===== src/rtl/unlock_seq_pkg.sv =====
package unlock_seq_pkg;

    typedef enum logic [2:0] {
        SQ_IDLE,
        SQ_K1,
        SQ_K2,
        SQ_PROG,
        SQ_E3,
        SQ_E4,
        SQ_E5
    } seq_state_e;

    typedef enum logic [1:0] {
        RM_ARRAY = 2'd0,
        RM_ID    = 2'd1,
        RM_CFI   = 2'd2
    } read_mode_e;

    typedef enum logic [1:0] {
        EK_NONE   = 2'd0,
        EK_CHIP   = 2'd1,
        EK_SECTOR = 2'd2,
        EK_BLOCK  = 2'd3
    } erase_kind_e;

    localparam logic [7:0] KEY1_DATA  = 8'hAA;
    localparam logic [7:0] KEY2_DATA  = 8'h55;
    localparam logic [7:0] CMD_PROG   = 8'hA0;
    localparam logic [7:0] CMD_ERASE  = 8'h80;
    localparam logic [7:0] CMD_ID     = 8'h90;
    localparam logic [7:0] CMD_CFI    = 8'h98;
    localparam logic [7:0] CMD_EXIT   = 8'hF0;
    localparam logic [7:0] ERS_CHIP   = 8'h10;
    localparam logic [7:0] ERS_SECTOR = 8'h30;
    localparam logic [7:0] ERS_BLOCK  = 8'h50;

endpackage


===== src/rtl/unlock_cycle_match.sv =====
module unlock_cycle_match
    import unlock_seq_pkg::*;
#(
    parameter int ADDR_W = 20,
    parameter int KEY_W  = 15,
    parameter logic [KEY_W-1:0] KEY_A = 15'h5555,
    parameter logic [KEY_W-1:0] KEY_B = 15'h2AAA
) (
    input  logic [ADDR_W-1:0] addr,
    input  logic [7:0]        data,
    output logic              key1_hit,
    output logic              key2_hit,
    output logic              cmd_addr_hit
);
    logic [KEY_W-1:0] low_addr;

    always_comb begin
        low_addr     = addr[KEY_W-1:0];
        cmd_addr_hit = (low_addr == KEY_A);
        key1_hit     = cmd_addr_hit && (data == KEY1_DATA);
        key2_hit     = (low_addr == KEY_B) && (data == KEY2_DATA);
    end
endmodule


===== src/rtl/unlock_addr_align.sv =====
module unlock_addr_align #(
    parameter int ADDR_W = 20,
    parameter int LSB    = 12
) (
    input  logic [ADDR_W-1:0] addr,
    output logic [ADDR_W-1:0] aligned
);
    generate
        if (LSB <= 0) begin : g_pass
            assign aligned = addr;
        end else if (LSB >= ADDR_W) begin : g_zero
            assign aligned = '0;
        end else begin : g_mask
            assign aligned = {addr[ADDR_W-1:LSB], {LSB{1'b0}}};
        end
    endgenerate
endmodule


===== src/rtl/unlock_id_mux.sv =====
module unlock_id_mux
    import unlock_seq_pkg::*;
#(
    parameter int ADDR_W = 20,
    parameter logic [7:0] MFR_CODE = 8'hBF,
    parameter logic [7:0] DEV_CODE = 8'hD8
) (
    input  logic [1:0]        mode,
    input  logic [ADDR_W-1:0] rd_addr,
    output logic [7:0]        id_data
);
    always_comb begin
        id_data = 8'h00;
        if (mode == RM_ID) begin
            if (rd_addr == ADDR_W'(0))
                id_data = MFR_CODE;
            else if (rd_addr == ADDR_W'(1))
                id_data = DEV_CODE;
        end
    end
endmodule


===== src/rtl/unlock_seq.sv =====
module unlock_seq
    import unlock_seq_pkg::*;
#(
    parameter int ADDR_W     = 20,
    parameter int KEY_W      = 15,
    parameter int SECTOR_LSB = 12,
    parameter int BLOCK_LSB  = 16,
    parameter logic [7:0] MFR_CODE = 8'hBF,
    parameter logic [7:0] DEV_CODE = 8'hD8
) (
    input  logic              clk,
    input  logic              rst_n,
    input  logic              wr_valid,
    input  logic [ADDR_W-1:0] wr_addr,
    input  logic [7:0]        wr_data,
    input  logic              busy,
    input  logic [ADDR_W-1:0] rd_addr,
    output logic              prog_start,
    output logic              erase_start,
    output logic [1:0]        erase_kind,
    output logic [ADDR_W-1:0] op_addr,
    output logic [7:0]        op_data,
    output logic [1:0]        read_mode,
    output logic [7:0]        id_data
);
    localparam logic [KEY_W-1:0]  KEY_A     = KEY_W'(15'h5555);
    localparam logic [KEY_W-1:0]  KEY_B     = KEY_W'(15'h2AAA);
    localparam logic [ADDR_W-1:0] SECT_MASK = ADDR_W'((64'd1 << SECTOR_LSB) - 64'd1);
    localparam logic [ADDR_W-1:0] BLK_MASK  = ADDR_W'((64'd1 << BLOCK_LSB) - 64'd1);

    typedef struct packed {
        seq_state_e        st;
        read_mode_e        mode;
        logic              prog;
        logic              ers;
        erase_kind_e       kind;
        logic [ADDR_W-1:0] addr;
        logic [7:0]        data;
    } seq_regs_t;

    seq_regs_t r_d, r_q;

    logic              key1_hit, key2_hit, cmd_addr_hit;
    logic [ADDR_W-1:0] sector_addr, block_addr;
    logic              accept;

    unlock_cycle_match #(
        .ADDR_W(ADDR_W), .KEY_W(KEY_W), .KEY_A(KEY_A), .KEY_B(KEY_B)
    ) u_match (
        .addr(wr_addr), .data(wr_data),
        .key1_hit(key1_hit), .key2_hit(key2_hit), .cmd_addr_hit(cmd_addr_hit)
    );

    unlock_addr_align #(.ADDR_W(ADDR_W), .LSB(SECTOR_LSB)) u_sect_align (
        .addr(wr_addr), .aligned(sector_addr)
    );

    unlock_addr_align #(.ADDR_W(ADDR_W), .LSB(BLOCK_LSB)) u_blk_align (
        .addr(wr_addr), .aligned(block_addr)
    );

    unlock_id_mux #(
        .ADDR_W(ADDR_W), .MFR_CODE(MFR_CODE), .DEV_CODE(DEV_CODE)
    ) u_id_mux (
        .mode(r_q.mode), .rd_addr(rd_addr), .id_data(id_data)
    );

    assign accept = wr_valid && !busy;

    always_comb begin
        r_d      = r_q;
        r_d.prog = 1'b0;
        r_d.ers  = 1'b0;
        if (accept) begin
            case (r_q.st)
                SQ_IDLE: begin
                    if (key1_hit)
                        r_d.st = SQ_K1;
                    else if (wr_data == CMD_EXIT)
                        r_d.mode = RM_ARRAY;
                end
                SQ_K1: r_d.st = key2_hit ? SQ_K2 : SQ_IDLE;
                SQ_K2: begin
                    r_d.st = SQ_IDLE;
                    if (cmd_addr_hit) begin
                        case (wr_data)
                            CMD_PROG:  r_d.st   = SQ_PROG;
                            CMD_ERASE: r_d.st   = SQ_E3;
                            CMD_ID:    r_d.mode = RM_ID;
                            CMD_CFI:   r_d.mode = RM_CFI;
                            CMD_EXIT:  r_d.mode = RM_ARRAY;
                            default:   r_d.st   = SQ_IDLE;
                        endcase
                    end
                end
                SQ_PROG: begin
                    r_d.st   = SQ_IDLE;
                    r_d.prog = 1'b1;
                    r_d.addr = wr_addr;
                    r_d.data = wr_data;
                end
                SQ_E3: r_d.st = key1_hit ? SQ_E4 : SQ_IDLE;
                SQ_E4: r_d.st = key2_hit ? SQ_E5 : SQ_IDLE;
                SQ_E5: begin
                    r_d.st = SQ_IDLE;
                    if (wr_data == ERS_CHIP && cmd_addr_hit) begin
                        r_d.ers  = 1'b1;
                        r_d.kind = EK_CHIP;
                        r_d.addr = wr_addr;
                        r_d.data = wr_data;
                    end else if (wr_data == ERS_SECTOR) begin
                        r_d.ers  = 1'b1;
                        r_d.kind = EK_SECTOR;
                        r_d.addr = sector_addr;
                        r_d.data = wr_data;
                    end else if (wr_data == ERS_BLOCK) begin
                        r_d.ers  = 1'b1;
                        r_d.kind = EK_BLOCK;
                        r_d.addr = block_addr;
                        r_d.data = wr_data;
                    end
                end
                default: r_d.st = SQ_IDLE;
            endcase
        end
    end

    always_ff @(posedge clk or negedge rst_n) begin
        if (!rst_n) begin
            r_q.st   <= SQ_IDLE;
            r_q.mode <= RM_ARRAY;
            r_q.prog <= 1'b0;
            r_q.ers  <= 1'b0;
            r_q.kind <= EK_NONE;
            r_q.addr <= '0;
            r_q.data <= '0;
        end else begin
            r_q <= r_d;
        end
    end

    assign prog_start  = r_q.prog;
    assign erase_start = r_q.ers;
    assign erase_kind  = r_q.kind;
    assign op_addr     = r_q.addr;
    assign op_data     = r_q.data;
    assign read_mode   = r_q.mode;

    AST_ONE_START: assert property (@(posedge clk) disable iff (!rst_n)
        !(prog_start && erase_start));

    AST_START_NEEDS_WRITE: assert property (@(posedge clk) disable iff (!rst_n)
        (prog_start || erase_start) |-> $past(wr_valid) && !$past(busy));

    AST_PROG_DATA: assert property (@(posedge clk) disable iff (!rst_n)
        prog_start |-> (op_data == $past(wr_data)) && (op_addr == $past(wr_addr)));

    AST_SECTOR_ALIGN: assert property (@(posedge clk) disable iff (!rst_n)
        (erase_start && erase_kind == EK_SECTOR) |-> ((op_addr & SECT_MASK) == '0));

    AST_BLOCK_ALIGN: assert property (@(posedge clk) disable iff (!rst_n)
        (erase_start && erase_kind == EK_BLOCK) |-> ((op_addr & BLK_MASK) == '0));

    AST_ERASE_KIND: assert property (@(posedge clk) disable iff (!rst_n)
        erase_start |-> erase_kind != EK_NONE);

    AST_BUSY_FREEZE: assert property (@(posedge clk) disable iff (!rst_n)
        busy |=> $stable(read_mode) && !prog_start && !erase_start);

    AST_ID_QUIET: assert property (@(posedge clk) disable iff (!rst_n)
        read_mode != RM_ID |-> id_data == 8'h00);

endmodule


===== config.mk =====
export PLATFORM = sky130hd
export DESIGN_NAME = unlock_seq
export DESIGN_NICKNAME = d
export VERILOG_FILES = /design/src/rtl/unlock_seq_pkg.sv /design/src/rtl/unlock_cycle_match.sv /design/src/rtl/unlock_addr_align.sv /design/src/rtl/unlock_id_mux.sv /design/src/rtl/unlock_seq.sv
export SDC_FILE = /design/constraint.sdc
export NUM_CORES = 1
export LEC_CHECK = 0
export BUFFER_PORTS_ARGS = -buffer_cell sky130_fd_sc_hd__buf_2
export CORE_AREA = 4 4 107 58
export CTS_BUF_LIST = sky130_fd_sc_hd__clkbuf_16
export DETAILED_ROUTE_END_ITERATION = 12
export DIE_AREA = 0 0 111 62
export PLACE_DENSITY = 0.69
export SYNTH_ARGS = -nofsm -noshare
export SYNTH_HDL_FRONTEND = slang
export SYNTH_SLANG_ARGS = --single-unit

===== constraint.sdc =====
create_clock -name clk -period 2.4 [get_ports clk]
set_input_delay 0.48 -clock clk [delete_from_list [all_inputs] [get_ports clk]]
set_output_delay 0.48 -clock clk [all_outputs]
set_load 0.02 [all_outputs]

# Word-level counts from Yosys, hierarchy flattened
# Index checks and enable logic that the tools add are counted.
totals:
  register_bits: 37
  inputBits: 52
  output_inout_bits: 42
  word_cells: 68
classes:
  eq_ne: 26
  n_mux: 21
  reduce_logical: 14
op_table:
  columns: ["cell", "count"]
  rows:
  - ["$mux W31", 3]
  - ["$pmux W28 S2", 1]
  - ["$eq A8 B8 Y1 const B", 6]
  - ["$mux W32", 1]
  - ["$mux W8", 3]
  - ["$eq A20 B1 Y1 const B", 1]
  - ["$logic_not A20 Y1", 1]
  - ["$eq A8 B7 Y1 const B", 2]
  - ["$eq A15 B14 Y1 const B", 1]
  - ["$eq A15 B15 Y1 const B", 1]
  - ["$pmux W3 S5", 1]
  - ["$mux W3", 4]
  - ["$eq A3 B3 Y1 const B", 3]
  - ["$eq A8 B5 Y1 const B", 1]
  - ["$eq A8 B6 Y1 const B", 1]
  - ["$ne A2 B2 Y1 const B", 4]
  - ["$ne A4 B4 Y1 const B", 2]
  - ["$eq A3 B2 Y1 const B", 2]
  - ["$mux W2", 3]
  - ["$pmux W2 S3", 1]
  - ["$pmux W3 S2", 1]
  - ["$reduce_and A3 Y1", 2]
  - ["$reduce_and A6 Y1", 1]
  - ["$mux W5", 1]
  - ["other kinds (10)", 14]

# Longest topological paths before layout
# Gate-level depths: netlist of the first run.
depth:
  ltp_word: 6
  ltp_mapped: 8
  mapped_depth_nobuf: 5

# By module
# A second synthesis of the first run with hierarchy kept.
unflattened:
  hier_cells: 306
  area_unflattened_um2: 2980.4
by_module_without_submodules:
  columns: ["module", "instances", "cells_each", "area_each_um2", "seq_area_each_um2"]
  rows:
  - ["unlock_seq", 1, 229, 2399.8, 925.9]
  - ["unlock_addr_align", 2, 21, 153.9, 0.0]
  - ["unlock_cycle_match", 1, 18, 152.6, 0.0]
  - ["unlock_id_mux", 1, 17, 120.1, 0.0]

# Least setup slack after synthesis of the first run
# No wires, ideal clock.
synth_path:
  path_type: "input port to flip-flop"
  from: "input port wr_data[0]"
  to: "register r_q (netlist bit op_addr[14])"
  setup_ns: 0.092
  arrival_ns: 2.572
  required_time_ns: 2.308
  setup_slack_ns: -0.264
  cell_stages: 8
  path_buffers: 3
  cell_sequence: "or4_1 -> clkbuf_2 -> or4_4 -> a211o_1 -> and2_4 -> buf_6 -> buf_6 -> o31ai_2"
synth_via:
  elab_chain_cells: 4
  elab_cells_between_ends: 9
  cone_classes: "eq/ne (4); mux (3); reduce/logical (2)"
synth_lines:
  columns: ["item", "line", "rtl"]
  rows:
  - ["from (decl)", "unlock_seq.sv:15", "input logic [7:0] wr_data,"]
  - ["$eq A8 B6 Y1 or $eq A8 B5 Y1 (tied branches)", "unlock_seq.sv:111, unlock_seq.sv:106", null]
  - ["$mux W31 or $logic_and A1 B1 Y1 (tied branches)", "unlock_seq.sv:111, unlock_seq.sv:106", null]
  - ["$mux W31 or $ne A4 B4 Y1 (tied branches)", null, null]
  - ["$pmux W28 S2 or $reduce_and A3 Y1 (tied branches)", null, null]
  - ["to (signal assigned)", "unlock_seq.sv:138", "r_q <= r_d;"]
  - ["to (decl)", "unlock_seq.sv:41", "seq_regs_t r_d, r_q;"]
# Several ways; a longest one is shown, not always the timed one.
# A chain may end at the register's enable or synchronous reset.

# Worst setup path after layout of the first run
layout_path:
  from: "input port wr_data[0]"
  to: "register r_q (netlist bit op_addr[19])"
# Same word-level chain as after synthesis.

==> results_dict.tcl, run 1 <==
set metrics [dict create \
    vias 2122 \
    yosysWarnings 0 \
    worst_pin_slew_ns 0.847 \
    worstSkewPairLatency_ns 0.28 \
    max-slew-margin-rel_pct 43.6 \
    peakVddDrop_v 0.000262 \
    die_x_um 111 \
    fin_skew_ns 0.00161 \
    routabilityCongestion 0.919 \
    critical_path_class "in2reg" \
    num_antenna_cells 0 \
    critPathRequiredTime_ns 2.56 \
    grt_pass1_vias 1823 \
    cts_max_path_buffers 2 \
    reg2reg_slack_ns 0.32 \
    async_flop_share_pct 100 \
    hpwlAfterDp_um 4920 \
    drt-initial-drc-count 124 \
    syn-num-nets 304 \
    drt_pre_antenna_iters 4 \
    portBuffers 93 \
    fin_nets 370 \
    cp-end-kind "register" \
    r2r-start "r_q[34]" \
    cts_made_buffers 5 \
    hold_viol_final 0 \
    post_cts_buffers 0 \
    ys_seq_elements 37 \
    cts-hold-fix-buffers 0 \
    clock-root-buffer "clkbuf_16" \
    crit_fanout 21 \
    synthCells 252 \
    start_util_pct 42.2 \
    worstHoldPathType "in2async" \
    grt_max_degree 38 \
    cts_tree "yes" \
    power.leakage_nw 1.47 \
    htreeDepth 2 \
    cts_resized 0 \
    syn_to_final_growth_pct 22.2 \
    status "finished clean" \
    synth-seq-area-share_pct 41.4 \
    synth.distinct_cells 45 \
    min_period_ns 2.22 \
    clock_sinks 37 \
    drive_gt1_share_pct 38.9 \
    arrival_ns 2.39 \
    rr_worst_depth 5 \
    ant_nets 0 \
    syn-cell-area_um2 2240 \
    finalSetupViolations 0 \
    syn_avg_cell_area_um2 8.87 \
    grt_remaining_overflow 0 \
    vias_per_cell 5.41 \
    startpoint_type "primary input" \
    power_density_nw_per_um2 573 \
    drc 0 \
    pin_count 94 \
    cap_violations 0 \
    clock.fmax_mhz 450 \
    clk_pin_slew_worst_paths_ns 0.06 \
    fp.dieH_um 62 \
    ys.flop_type "dfrtp_1" \
    final_cell_area_um2 2730 \
    power_mw 1.56 \
    placed_area_um2 2570 \
    dieArea_um2 6880 \
    grt_pass1_wl_um 9760 \
    num-fill-cells 499 \
    wl_per_cell_um 16.3 \
    startpoint "wr_data[0]" \
    fin_crit_sh_pct 92.5 \
    fp-row-count 19 \
    r2r-end "op_addr[19]" \
    coreArea_um2 5300 \
    grtUsageTotal_pct 18.3 \
    routed_wl_um 6400 \
    rsz0062_at_grt "no" \
    antenna_found_initial 0 \
    drv_slew 0 \
    synth_edf_count 0 \
]
## worst max path at each step
stage / to / slack, ns / cells past startpoint
6_report: op_addr[19] / 0.18 / 6
5_1_grt: op_addr[19] / 0.13 / 6
4_1_cts: op_addr[19] / 0.19 / 6
3_5_place_dp: op_addr[19] / -0.11 / 6
3_3_place_gp: op_data[6] / -0.07 / 6
2_1_floorplan: op_addr[15] / -0.17 / 7
## worst max-delay path: stages
cell and delay (ns):
buf_2 0.12, or4_4 0.53, or4_4 0.43, a211o_1 0.30, and2_4 0.22, mux2_2 0.29
## layer usage
metal / part of all wire, % / GRT usage (%) / vias up
met5: 0 / 0 / -
met1: 47 / 27.3 / 997
li1: - / - / 1002
met2: 41 / 24.1 / 117
met3: 12 / 7.74 / 6
met4: 0.70 / 4.39 / 0
## kinds of logic after synthesis
group | Yosys count | synth area share, %
AND/OR/NAND/NOR | 106 | 26.4
AO/OA/AOI/OAI | 47 | 12.8
multiplexers | 6 | 3.02
buffers and inverters | 56 | 16.4
flip-flops | 37 | 41.4
## sequential cells by signal, summed over array words and instances (netlist names)
name         flops
read_mode        2
erase_kind       2
prog_start       1
op_addr         20
op_data          8
r_q              3
erase_start      1
## Yosys cell counts (4+ instances only)
cell type  number  area, um^2
a21oi_1         5        25.0
buf_4          37         278
clkbuf_1        8        30.0
dfrtp_1        37         926
inv_1           7        26.3
mux2_2          6        67.6
nand2_1        26        97.6
nand3_1        24         120
nand4_1         4        25.0
nor2_1         12        45.0
nor3_1          6        30.0
nor4_1          6        37.5
nor4bb_1        6        60.1
o21ai_0        22         110
o31ai_1         5        37.5
## stage by stage
stage | cells | hold WS [ns] | util (%) | setup WS, ns | TNS (ns)
CTS | 392 | 0.334 | 51.5 | 0.189 | 0
global placement | 384 | 0.483 | 48.5 | -0.0717 | -0.702
finish | 392 | 0.303 | 51.5 | 0.180 | 0
detailed placement | 384 | 0.491 | 48.5 | -0.114 | -1.41
floorplan | 252 | 0.184 | - | -0.171 | -3.74
global route | 392 | 0.380 | 51.5 | 0.134 | 0
## final cells by class
type | instances | area, um^2 | area share [%]
multi-input combinational | 159 | 947 | 34.7
sequential | 37 | 926 | 33.9
timing repair buffer | 108 | 578 | 21.2
clock buffer | 5 | 125 | 4.58
tap | 73 | 91.3 | 3.34
clock inverter | 3 | 37.5 | 1.37
inverter | 7 | 26.3 | 0.962
## power by group
| group | switching (mW) | internal, mW | leakage, nW |
|---|---|---|---|
| logic | 0.104 | 0.0728 | 0.874 |
| registers | 0.00954 | 0.642 | 0.509 |
| clock network | 0.254 | 0.483 | 0.0826 |
| total | 0.368 | 1.20 | 1.47 |
## cells in the final DEF, fill, tap and decap left out, drive strengths merged, types with 2 or more instances in the layout
cell type,n
nand4b,2
a21oi,5
o21ai,25
nand2b,3
o31ai,6
nand3,24
dfrtp,37
nor2,12
nand2,26
or3,2
nor3,6
inv,8
nor4bb,6
mux2,6
nor4,6
or4,2
nand4,4
buf,108
and3b,2
clkbuf,5
nor4b,2
and2,3
a31oi,2
Power figures use the tool's default switching activity.
==> run 2, diff against run 1 <==
==> constraint.sdc (replaced) <==
create_clock -name clk -period 2.4 [get_ports clk]
set_input_delay 0.36 -clock clk [delete_from_list [all_inputs] [get_ports clk]]
set_output_delay 0.36 -clock clk [all_outputs]
set_load 0.02 [all_outputs]
==> results_dict.tcl, run 2 (synthesis results as in run 1) <==
set metrics [dict create \
    syn_to_final_growth_pct 20.9 \
    final_cells 389 \
    coreArea_um2 5300 \
    drt-initial-drc-count 134 \
    reg2reg_slack_ns 0.28 \
    routabilityCongestion 0.909 \
    drive_gt1_share_pct 38.6 \
    antenna_found_initial 0 \
    cts_tree "yes" \
    post_cts_buffers 0 \
    portBuffers 93 \
    critical_path_class "reg2reg" \
    clock-root-buffer "clkbuf_16" \
    max-slew-margin-rel_pct 45.0 \
    drc 0 \
    cts_max_path_buffers 2 \
    power.leakage_nw 1.45 \
    cts_resized 0 \
    wl_per_cell_um 15.7 \
    rsz0062_at_grt "no" \
    startpoint_type "register" \
    num_antenna_cells 0 \
    fin_skew_ns 0.00686 \
    placedCellCount 382 \
    finalSetupViolations 0 \
    clock_sinks 37 \
    start_util_pct 42.2 \
    htreeDepth 2 \
    fp-row-count 19 \
    clock.fmax_mhz 471 \
    status "finished clean" \
    cts-hold-fix-buffers 0 \
    layout.cells.most_common "buf_2" \
    worstHoldPathType "in2async" \
    power_density_nw_per_um2 534 \
    grt_remaining_overflow 0 \
    crit_fanout 17 \
    ant_nets 0 \
    largest_reg_flops 20 \
    grt_pass1_wl_um 9470 \
    grtUsageTotal_pct 17.8 \
    min_period_ns 2.12 \
    cp-end-kind "register" \
    arrival_ns 2.32 \
    hpwlAfterDp_um 4760 \
    layout_common_cells "buf_2 (93), dfrtp_1 (37), nand2_1 (26)" \
    fp.dieH_um 62 \
    fin_crit_sh_pct 88.5 \
    worstSkewPairLatency_ns 0.28 \
    routed_wl_um 6100 \
    hold_viol_final 0 \
    power_mw 1.44 \
    critPathRequiredTime_ns 2.60 \
    vias_per_cell 5.22 \
    final_util_pct 51.0 \
    dieArea_um2 6880 \
    pin_count 94 \
    peakVddDrop_v 0.000259 \
    drv_slew 0 \
    worst_pin_slew_ns 0.824 \
    cts_made_buffers 5 \
    fin_nets 368 \
    num-fill-cells 507 \
    grt_max_degree 38 \
    cap_violations 0 \
    die_x_um 111 \
    clk_pin_slew_worst_paths_ns 0.05 \
    vias 2031 \
    grt_pass1_vias 1857 \
    drt_pre_antenna_iters 4 \
]
-- run 2: cell types whose count changed in the layout (fill, tap and decap cells not counted), sizes merged --
| cell | delta |
|---|---|
| inv | -1 |
| buf | -2 |
| bufinv | -1 |
| clkinvlp | +1 |
-- run 2: worst max-delay path: stages, from the launching register on --
cell      delay, ns
dfrtp_1        0.43
nand3b_1       0.25
or4_4          0.52
a211o_1        0.30
and2_4         0.22
buf_12         0.16
o21ai_0        0.16
-- run 2: metrics by stage --
| stage | setup TNS (ns) | hold WS, ns | worst slack (ns) | instance area (um^2) |
|---|---|---|---|---|
| floorplan | -0.680 | 0.0644 | -0.0505 | 2250 |
| global placement | 0 | 0.484 | 0.0697 | 2570 |
| detailed placement | 0 | 0.489 | 0.0173 | 2570 |
| CTS | 0 | 0.215 | 0.303 | 2700 |
| global route | 0 | 0.240 | 0.214 | 2700 |
| finish | 0 | 0.174 | 0.276 | 2700 |
-- run 2: where the power goes --
part	internal, mW	total, mW	switching, mW	leakage (nW)
Sequential	0.642	0.651	0.00927	0.509
Combinational	0.0708	0.172	0.101	0.873
Clock	0.375	0.621	0.246	0.0633
Total	1.09	1.44	0.357	1.45
-- run 2: metal layers --
metal / part of all wire, % / track usage, %
met1: 49 / 26.2
met2: 40 / 23.9
met3: 9.5 / 6.38
met4: 1.1 / 6.49
met5: 0 / 0
-- run 2: path summary, 6_finish.rpt --
check,start,end,cells past startpoint
hold reg to reg,op_addr[16],op_addr[16],1
min in group clk,wr_addr[16],op_addr[16],2
setup reg to reg,r_q[34],op_addr[10],6
max in group asynchronous,rst_n,read_mode[1],1
setup / recovery,r_q[34],op_addr[10],6
hold / removal,rst_n,erase_start,1
-- run 2: area by class of cell --
type | count | area (um^2) | area share, %
Clock inverter | 2 | 11.3 | 0.417
Sequential cell | 37 | 926 | 34.3
Tap cell | 73 | 91.3 | 3.38
Multi-Input combinational cell | 159 | 947 | 35.0
Timing Repair Buffer | 106 | 576 | 21.3
Clock buffer | 5 | 125 | 4.63
Inverter | 7 | 26.3 | 0.972
